**src/rtl/conv_pkg.sv**
```systemverilog
package conv_pkg;
  localparam int unsigned WORD_W = 16;

  typedef enum logic {
    ORD_AFTER  = 1'b0,
    ORD_DURING = 1'b1
  } read_order_e;
endpackage

```
**src/rtl/conv_timer.sv**
```systemverilog
module conv_timer #(
  parameter int unsigned CONV_CYCLES = 32
) (
  input  logic clk,
  input  logic rst_n,
  input  logic go_i,
  output logic run_o,
  output logic done_o
);
  localparam int unsigned CW = (CONV_CYCLES > 1) ? $clog2(CONV_CYCLES) : 1;
  localparam logic [CW-1:0] LAST = CW'(CONV_CYCLES - 1);

  logic          run_q, run_d;
  logic [CW-1:0] cnt_q, cnt_d;
  logic          last_w;

  assign last_w = run_q && (cnt_q == LAST);

  always_comb begin
    run_d = run_q;
    cnt_d = cnt_q;
    if (go_i && !run_q) begin
      run_d = 1'b1;
      cnt_d = '0;
    end else if (last_w) begin
      run_d = 1'b0;
      cnt_d = '0;
    end else if (run_q) begin
      cnt_d = cnt_q + 1'b1;
    end
  end

  always_ff @(posedge clk or negedge rst_n) begin
    if (!rst_n) begin
      run_q <= 1'b0;
      cnt_q <= '0;
    end else begin
      run_q <= run_d;
      cnt_q <= cnt_d;
    end
  end

  assign run_o  = run_q;
  assign done_o = last_w;

  // once running, the count advances and is never restarted mid-conversion
  a_r8_steady_count: assert property (@(posedge clk) disable iff (!rst_n)
    (run_q && !last_w) |=> (run_q && cnt_q == $past(cnt_q) + 1'b1));
endmodule

```
**src/rtl/serial_shifter.sv**
```systemverilog
module serial_shifter #(
  parameter int unsigned W       = 16,
  parameter int unsigned SCK_DIV = 2
) (
  input  logic         clk,
  input  logic         rst_n,
  input  logic         launch_i,
  input  logic [W-1:0] word_i,
  output logic         active_o,
  output logic         done_o,
  output logic         sdo_raw_o,
  output logic         sck_raw_o
);
  localparam int unsigned HALF = SCK_DIV / 2;
  localparam int unsigned PW   = (SCK_DIV > 1) ? $clog2(SCK_DIV) : 1;
  localparam int unsigned BW   = (W > 1) ? $clog2(W) : 1;
  localparam logic [PW-1:0] PH_LAST  = PW'(SCK_DIV - 1);
  localparam logic [PW-1:0] PH_HIGH  = PW'(HALF);
  localparam logic [BW-1:0] BIT_LAST = BW'(W - 1);

  logic          act_q, act_d;
  logic [PW-1:0] ph_q, ph_d;
  logic [BW-1:0] bc_q, bc_d;
  logic [W-1:0]  sr_q, sr_d;
  logic          period_end;

  assign period_end = act_q && (ph_q == PH_LAST);

  always_comb begin
    act_d = act_q;
    ph_d  = ph_q;
    bc_d  = bc_q;
    sr_d  = sr_q;
    if (launch_i && !act_q) begin
      act_d = 1'b1;
      ph_d  = '0;
      bc_d  = '0;
      sr_d  = word_i;
    end else if (period_end) begin
      ph_d = '0;
      sr_d = {sr_q[W-2:0], 1'b0};
      if (bc_q == BIT_LAST) begin
        act_d = 1'b0;
        bc_d  = '0;
      end else begin
        bc_d = bc_q + 1'b1;
      end
    end else if (act_q) begin
      ph_d = ph_q + 1'b1;
    end
  end

  always_ff @(posedge clk or negedge rst_n) begin
    if (!rst_n) begin
      act_q <= 1'b0;
      ph_q  <= '0;
      bc_q  <= '0;
      sr_q  <= '0;
    end else begin
      act_q <= act_d;
      ph_q  <= ph_d;
      bc_q  <= bc_d;
      sr_q  <= sr_d;
    end
  end

  assign active_o  = act_q;
  assign done_o    = period_end && (bc_q == BIT_LAST);
  assign sdo_raw_o = act_q && sr_q[W-1];
  assign sck_raw_o = act_q && (ph_q >= PH_HIGH);

  // the data line moves only while the non-inverted clock is low
  a_r5_data_on_low: assert property (@(posedge clk) disable iff (!rst_n)
    (act_q && $past(act_q) && (sdo_raw_o != $past(sdo_raw_o))) |-> !sck_raw_o);

  // a transfer ends only after the final bit period
  a_r6_full_frame: assert property (@(posedge clk) disable iff (!rst_n)
    $fell(act_q) |-> ($past(bc_q) == BIT_LAST));
endmodule

```
**src/rtl/conv_serial_master.sv**
```systemverilog
module conv_serial_master
  import conv_pkg::*;
#(
  parameter int unsigned CONV_CYCLES = 32,
  parameter int unsigned SCK_DIV     = 2
) (
  input  logic              clk,
  input  logic              rst_n,
  input  logic              start_i,
  input  logic              ext_clk_sel_i,
  input  logic              rd_mode_i,
  input  logic              inv_sck_i,
  input  logic              inv_sync_i,
  input  logic              cs_n_i,
  input  logic              rd_n_i,
  input  logic [WORD_W-1:0] sample_i,
  output logic              busy_o,
  output logic              sck_o,
  output logic              sync_o,
  output logic              sdo_o
);
  // reset: asynchronous assertion, synchronous release
  logic rst_s1_q, rst_s2_q, rst_int_n;
  always_ff @(posedge clk or negedge rst_n) begin
    if (!rst_n) begin
      rst_s1_q <= 1'b0;
      rst_s2_q <= 1'b0;
    end else begin
      rst_s1_q <= 1'b1;
      rst_s2_q <= rst_s1_q;
    end
  end
  assign rst_int_n = rst_s2_q;

  read_order_e       ord_q, ord_d;
  logic              ext_q, ext_d;
  logic              busy_q, busy_d;
  logic [WORD_W-1:0] result_q, result_d;
  logic              accept, conv_run, conv_done;
  logic              launch_during, launch_after, launch;
  logic [WORD_W-1:0] launch_word;
  logic              sh_active, sh_done, sdo_raw, sck_raw;
  logic              out_en;

  assign accept        = start_i && !busy_q;
  assign launch_during = accept && rd_mode_i && !ext_clk_sel_i;
  assign launch_after  = conv_done && (ord_q == ORD_AFTER) && !ext_q;
  assign launch        = launch_during || launch_after;
  assign launch_word   = launch_after ? sample_i : result_q;

  always_comb begin
    ord_d    = ord_q;
    ext_d    = ext_q;
    busy_d   = busy_q;
    result_d = result_q;
    if (accept) begin
      busy_d = 1'b1;
      ord_d  = read_order_e'(rd_mode_i);
      ext_d  = ext_clk_sel_i;
    end
    if (conv_done) begin
      result_d = sample_i;
      if (ord_q == ORD_DURING || ext_q) busy_d = 1'b0;
    end
    if (sh_done && ord_q == ORD_AFTER && busy_q) busy_d = 1'b0;
  end

  always_ff @(posedge clk or negedge rst_int_n) begin
    if (!rst_int_n) begin
      ord_q    <= ORD_AFTER;
      ext_q    <= 1'b0;
      busy_q   <= 1'b0;
      result_q <= '0;
    end else begin
      ord_q    <= ord_d;
      ext_q    <= ext_d;
      busy_q   <= busy_d;
      result_q <= result_d;
    end
  end

  conv_timer #(.CONV_CYCLES(CONV_CYCLES)) timer_i (
    .clk    (clk),
    .rst_n  (rst_int_n),
    .go_i   (accept),
    .run_o  (conv_run),
    .done_o (conv_done)
  );

  serial_shifter #(.W(WORD_W), .SCK_DIV(SCK_DIV)) shifter_i (
    .clk       (clk),
    .rst_n     (rst_int_n),
    .launch_i  (launch),
    .word_i    (launch_word),
    .active_o  (sh_active),
    .done_o    (sh_done),
    .sdo_raw_o (sdo_raw),
    .sck_raw_o (sck_raw)
  );

  assign out_en = !ext_clk_sel_i && !cs_n_i && !rd_n_i;
  assign busy_o = busy_q;
  assign sck_o  = (out_en && sck_raw) ^ inv_sck_i;
  assign sync_o = (out_en && sh_active) ^ inv_sync_i;
  assign sdo_o  = out_en && sdo_raw;

  // busy rises only after an accepted start strobe
  a_r2_busy_from_start: assert property (@(posedge clk) disable iff (!rst_int_n)
    $rose(busy_q) |-> $past(start_i));

  // a read-after transfer keeps busy asserted
  a_r3_busy_covers_shift: assert property (@(posedge clk) disable iff (!rst_int_n)
    (sh_active && ord_q == ORD_AFTER) |-> busy_q);

  // in read-during order, busy drops exactly at conversion end
  a_r4_fall_at_conv_end: assert property (@(posedge clk) disable iff (!rst_int_n)
    ($fell(busy_q) && ord_q == ORD_DURING) |-> $past(conv_done));

  // a new transfer never starts on top of a running one
  a_r4_launch_idle: assert property (@(posedge clk) disable iff (!rst_int_n)
    launch |-> !sh_active);

  // with the external clock selected, no transfer runs
  a_r10_no_master_shift: assert property (@(posedge clk) disable iff (!rst_int_n)
    (busy_q && ext_q) |-> !sh_active);

  // a conversion only runs under busy
  a_r2_conv_under_busy: assert property (@(posedge clk) disable iff (!rst_int_n)
    conv_run |-> busy_q);
endmodule

```
**config.mk**
```make
export PLATFORM = sky130hd
export DESIGN_NAME = conv_serial_master
export DESIGN_NICKNAME = d
export VERILOG_FILES = /design/src/rtl/conv_pkg.sv /design/src/rtl/conv_timer.sv /design/src/rtl/serial_shifter.sv /design/src/rtl/conv_serial_master.sv
export SDC_FILE = /design/constraint.sdc
export NUM_CORES = 1
export LEC_CHECK = 0
export BUFFER_PORTS_ARGS = -buffer_cell sky130_fd_sc_hd__buf_2
export CELL_PAD_IN_SITES_DETAIL_PLACEMENT = 0
export CELL_PAD_IN_SITES_GLOBAL_PLACEMENT = 1
export CORE_AREA = 2 2 82 123
export CTS_CLUSTER_SIZE = 10
export DETAILED_ROUTE_END_ITERATION = 7
export DIE_AREA = 0 0 84 125
export GPL_TIMING_DRIVEN = 0
export PLACE_DENSITY_LB_ADDON = 0.12
export SLEW_MARGIN = 20
export SYNTH_ARGS = -nofsm -noshare
export SYNTH_HDL_FRONTEND = slang
export SYNTH_SLANG_ARGS = --single-unit
export TNS_END_PERCENT = 50
```
**constraint.sdc**
```tcl
create_clock -name clk -period 1.7 [get_ports clk]
set_input_delay 0.425 -clock clk [delete_from_list [all_inputs] [get_ports clk]]
set_output_delay 0.425 -clock clk [all_outputs]
set_load 0.01 [all_outputs]
```
### Word-level counts from Yosys, hierarchy flattened

Cells that the tools add are included.

* flip-flop bits (word level): 49
* input bits: 25
* output and inout port bits: 4
* word-level logic and storage cells: 76

* $add $sub $neg: 3
* magnitude comparators: 1
* equal/unequal tests: 2
* mux-type cells: 21
* bitwise operators: 3
* reduce and logical (&&, ||, !) cells: 34

Operators with widths (number)
* 2-to-1 mux 16 bit: 3
* logical AND 1 bit: 19
* 2-to-1 mux 5 bit: 3
* 2-to-1 mux 1 bit: 12
* 2-to-1 mux 4 bit: 3
* logical NOT 1 bit: 7
* nonzero test 2 bit: 3
* nonzero test 3 bit: 2
* adder 5 x 1 -> 5 bit, second input constant: 1
* equality test 5 bit, second input constant: 1
* adder 4 x 1 -> 4 bit, second input constant: 1
* equality test 4 bit, second input constant: 1
* logical OR 1 bit: 2
* AND reduction 2 bit: 1
* XOR 1 bit: 2
* adder 1 bit, second input constant: 1
* >= comparator 1 bit, second input constant: 1
* inverter 1 bit: 1

### Logic depth before layout (Yosys ltp)

* depth in word-level cells: 8
* depth in mapped cells: 8
* mapped depth without buffers: 6

### Cells and area by module

A second synthesis with hierarchy kept.

* cells, all modules: 194
* area total of the unflattened synthesis: 2307.2 um^2

Modules (own cells, without submodules)
* conv_serial_master: instances 1, cells each 71, area each 1041.0 um^2, seq. area each 525.5 um^2
* serial_shifter: instances 1, cells each 95, area each 973.4 um^2, seq. area each 550.5 um^2
* conv_timer: instances 1, cells each 28, area each 292.8 um^2, seq. area each 150.1 um^2

### Worst setup path before layout

No wires, ideal clock.

* path type: register to register
* from: reg timer_i.cnt_q[0]
* to: reg shifter_i.sr_q[15]
* setup time: 136 ps
* arrival: 1790 ps
* data required time: 1564 ps
* slack: -226 ps
* stages on the path, launching flop included: 9
* path buffers: 2
* clock period less this slack: 1926 ps
* cells stage by stage: dfrtp_1 > ha_1 > and3_1 > ha_1 > and4bb_1 > buf_6 > clkbuf_8 > nor4_1 > a211oi_2

* longest elaborated chain between the ends: 7
* elaborated cells on any way between the ends: 9
* classes of those cells: eq/ne (1); mux (2); reduce/logical (6)

RTL lines
* start: declaration: line conv_timer.sv:14 `logic [CW-1:0] cnt_q, cnt_d;`
* start signal: assignment: line conv_timer.sv:39 `cnt_q <= cnt_d;`
* equality test 5 bit *: line conv_timer.sv:17 `assign last_w = run_q && (cnt_q == LAST);`
* logical AND 1 bit *: line conv_timer.sv:17
* logical AND 1 bit * (2 in series): line conv_serial_master.sv:47 `assign launch_after = conv_done && (ord_q == ORD_AFTER) && !ext_q;`
* logical OR 1 bit: line conv_serial_master.sv:48 `assign launch = launch_during || launch_after;`
* logical AND 1 bit: line serial_shifter.sv:34 `if (launch_i && !act_q) begin`
* 2-to-1 mux 16 bit or nonzero test 2 bit (tied branches)
* end signal: assignment: line serial_shifter.sv:63 `sr_q <= sr_d;`
* end: declaration: line serial_shifter.sv:24 `logic [W-1:0] sr_q, sr_d;`

Mark *: on every way between the ends. The rest lies on a longest branch, timed or not.
A chain may end at the register's enable or synchronous reset.

### Worst setup path in the final report

* from: reg timer_i.cnt_q[0]
* to: reg shifter_i.sr_q[0]

Same word-level chain as after synthesis.

==> reports/qor.yml <==
clocking:
  cts_buffer_depth: 2
  cts_tree: "yes"
  clock_tree.root_cell: "clkbuf_16"
  numClockSinks: 49
  cts_made_buffers: 5
  ctsHtreeMaxLevel: 2
  path_clk_slew_ns: 0.06
  clk_latency_ns: 0.29
synth:
  synth-main-ff-cell: "dfrtp_1"
  ys_types: 37
  syn_nets: 244
  syn_area_per_cell_um2: 11.5
  synth_edf_count: 0
  synth_top_area_cell: "dfrtp_1"
  synth.area.top_cells: "dfrtp_1, mux2_2, mux2i_1"
  syn_area_um2: 2490
  yosys_register_bits: 49
  ys_seq_area_share_pct: 49.3
  synthArstFlopShare_pct: 100
  yosysWarnings: 0
  synth_top_area_share_pct: 49.3
  synthCells: 216
floorplan:
  dieArea_um2: 10500
  io_pins: 29
  die_w_um: 84
  start_util_pct: 26.1
  rows: 44
  die_y_um: 125
  coreArea_um2: 9520
critical_path:
  max_stage_delay_ns: 0.41
  cp_slowest_cell: "dfrtp_1"
  startpoint_type: "register"
  worst-r2r-cell-count: 8
  crit_arrival_ns: 1.97
  crit_chain: "ha_4 -> and3_4 -> ha_4 -> and4bb_1 -> buf_6 -> clkbuf_16 -> a32oi_1 -> nand3_1"
  cp.depth: 8
  path_common_cell: "ha_4"
  crit_required_ns: 1.87
  cp_top_family: "simple AND/OR/NAND/NOR gates"
  end_kind: "register"
  critPathBufInv: 2
  critPathMaxFanout: 10
  crit_type: "reg2reg"
min_path:
  whs_path_depth: 0
  hold_class: "reg2reg"
grt:
  gr-total-overflow: 0
  first_global_vias: 2169
  grt_max_degree: 48
  grt_usage_pct: 13.3
  antenna_found_initial: 0
  grt_pass1_wl_mm: 10.9
sta:
  clock.fmax_mhz: 555
  final-setup-viol-count: 26
  period_share_pct: 106
  slew_headroom_pct: 56.6
  worst_pin_slew_ns: 0.652
  skew_ns: 0.00447
  slew_viol_final: 0
  hold_ws_ns: 0.353
  finalWorstSetupSlack_ns: -0.103
  final.min_clock_period_ns: 1.80
  hold_viol: 0
  rsz0062_at_grt: "true"
power:
  power_leakage_nw: 1.40
  p_per_area_nw_per_um2: 1340
  power_w: 0.00438
  ir_drop_uv: 468
route:
  wl_mm: 6.35
  drt_iter0_drc: 74
  antenna_left: 0
  drtPass1Iterations: 4
  drc: 0
  wl_per_cell_um: 16.7
  vias_per_cell: 5.14
  num_vias: 1954
run_status:
  status: "finished, violations left"
  violations: "negative setup slack"
cells_and_area:
  drive_gt1_share_pct: 40.4
  nFillCells: 963
  final_common_cell: "dfrtp_1"
  area_growth_pct: 31.5
  n_antenna_cell: 0
  multi_input_area_um2: 1320
  final_nets: 292
  regArea_um2: 1230
  most-common-layout-cells: "dfrtp_1, buf_2, o22ai_1"
flow_run:
  max_cap_violations: 0
place:
  dp_hpwl_mm: 4.31
  port_buffers: 28
  gp_congestion: 0.754
==> cells by family after synthesis <==
family	count (synthesis)	synth area share [%]
other cells	1	0.151
compound gates	50	14.1
mux	34	14.5
xor+xnor	3	1.06
buf+inv	17	5.33
simple gates	59	14.0
flops	49	49.3
fa+ha+maj	3	1.51
==> metrics by stage <==
step / utilization [%] / std cells / cell area (um^2) / setup WS, ns / TNS (ns)
floorplan: - / 216 / 2600 / -0.0247 / -0.0452
global placement: 30.3 / 359 / 2890 / -0.584 / -31.57
detailed placement: 30.3 / 359 / 2890 / -0.253 / -4.74
CTS: 33.6 / 379 / 3200 / -0.116 / -1.75
global route: 34.4 / 380 / 3270 / -0.175 / -3.52
finish: 34.4 / 380 / 3270 / -0.103 / -1.12
==> cells in the mapped netlist, types with 2 or more instances <==
cell type	number
a21o_1	3
a31oi_1	3
buf_6	4
and4bb_1	2
nand2b_1	4
nor4_1	15
nand3_1	6
and3_1	4
nand2_1	14
nor3_1	2
buf_4	2
o22ai_1	20
ha_1	3
a211oi_1	14
o21ai_0	5
nor2b_1	2
buf_2	8
dfrtp_1	49
xnor2_1	3
mux2_2	17
mux2i_1	17
nor2_1	4
==> cell type report <==
class | count | area share [%]
buffer | 16 | 5.81
clock buffer | 8 | 4.17
multi-input combinational | 150 | 40.3
tap | 115 | 4.40
timing repair buffer | 41 | 7.53
inverter | 1 | 0.115
sequential | 49 | 37.6
==> worst register-to-register path, cell delays in order (launching register included) <==
cell and delay, ns:
dfrtp_1 0.41, ha_4 0.17, and3_4 0.18, ha_4 0.18, and4bb_1 0.20, buf_6 0.15, clkbuf_16 0.16, a32oi_1 0.14
nand3_1 0.08
==> routing by layer <==
metal | part of all wire [%] | vias to the layer above | global-route usage (%)
met1 | 42 | 1008 | 14.4
li1 | - | 927 | -
met4 | 1.7 | 0 | 4.84
met5 | 0 | - | 0
met3 | 1.5 | 6 | 2.97
met2 | 55 | 13 | 25.1
==> sequential cells by signal, indices dropped and copies added (netlist names) <==
register,count
busy_o,1
ext_q,1
ord_q,1
result_q,16
rst_int_n,1
rst_s1_q,1
shifter_i.active_o,1
shifter_i.bc_q,4
shifter_i.ph_q,1
shifter_i.sr_q,16
timer_i.cnt_q,5
timer_i.run_o,1
==> repair_timing <==
action,in CTS,in global routing
gates cloned,1,0
pin swaps,1,3
setup endpoints to repair,32,33
gates resized for setup,19,11
hold buffers,1,0
setup buffers,10,1
hold endpoints to repair,2,0
==> worst paths after layout <==
path	startpoint	endpoint	slack, ns
worst max-delay path	timer_i.cnt_q[0]$_DFFE_PN0P_	shifter_i.sr_q[0]$_DFFE_PN0P_	-0.10
worst min-delay path	rst_s1_q$_DFF_PN0_	rst_int_n$_DFF_PN0_	0.35
worst max register to register	timer_i.cnt_q[0]$_DFFE_PN0P_	shifter_i.sr_q[0]$_DFFE_PN0P_	-0.10
worst min register to register	rst_s1_q$_DFF_PN0_	rst_int_n$_DFF_PN0_	0.35
max in group asynchronous	rst_int_n$_DFF_PN0_	shifter_i.active_o$_DFFE_PN0P_	0.86
min in group asynchronous	rst_int_n$_DFF_PN0_	result_q[4]$_DFFE_PN0P_	0.36
==> power by group <==
part / internal (W) / switching, W
clock: 0.000548 / 0.000424
combinational: 0.000840 / 0.000759
sequential: 0.00149 / 0.000326
Note: power is estimated with default switching activity, not from simulation.
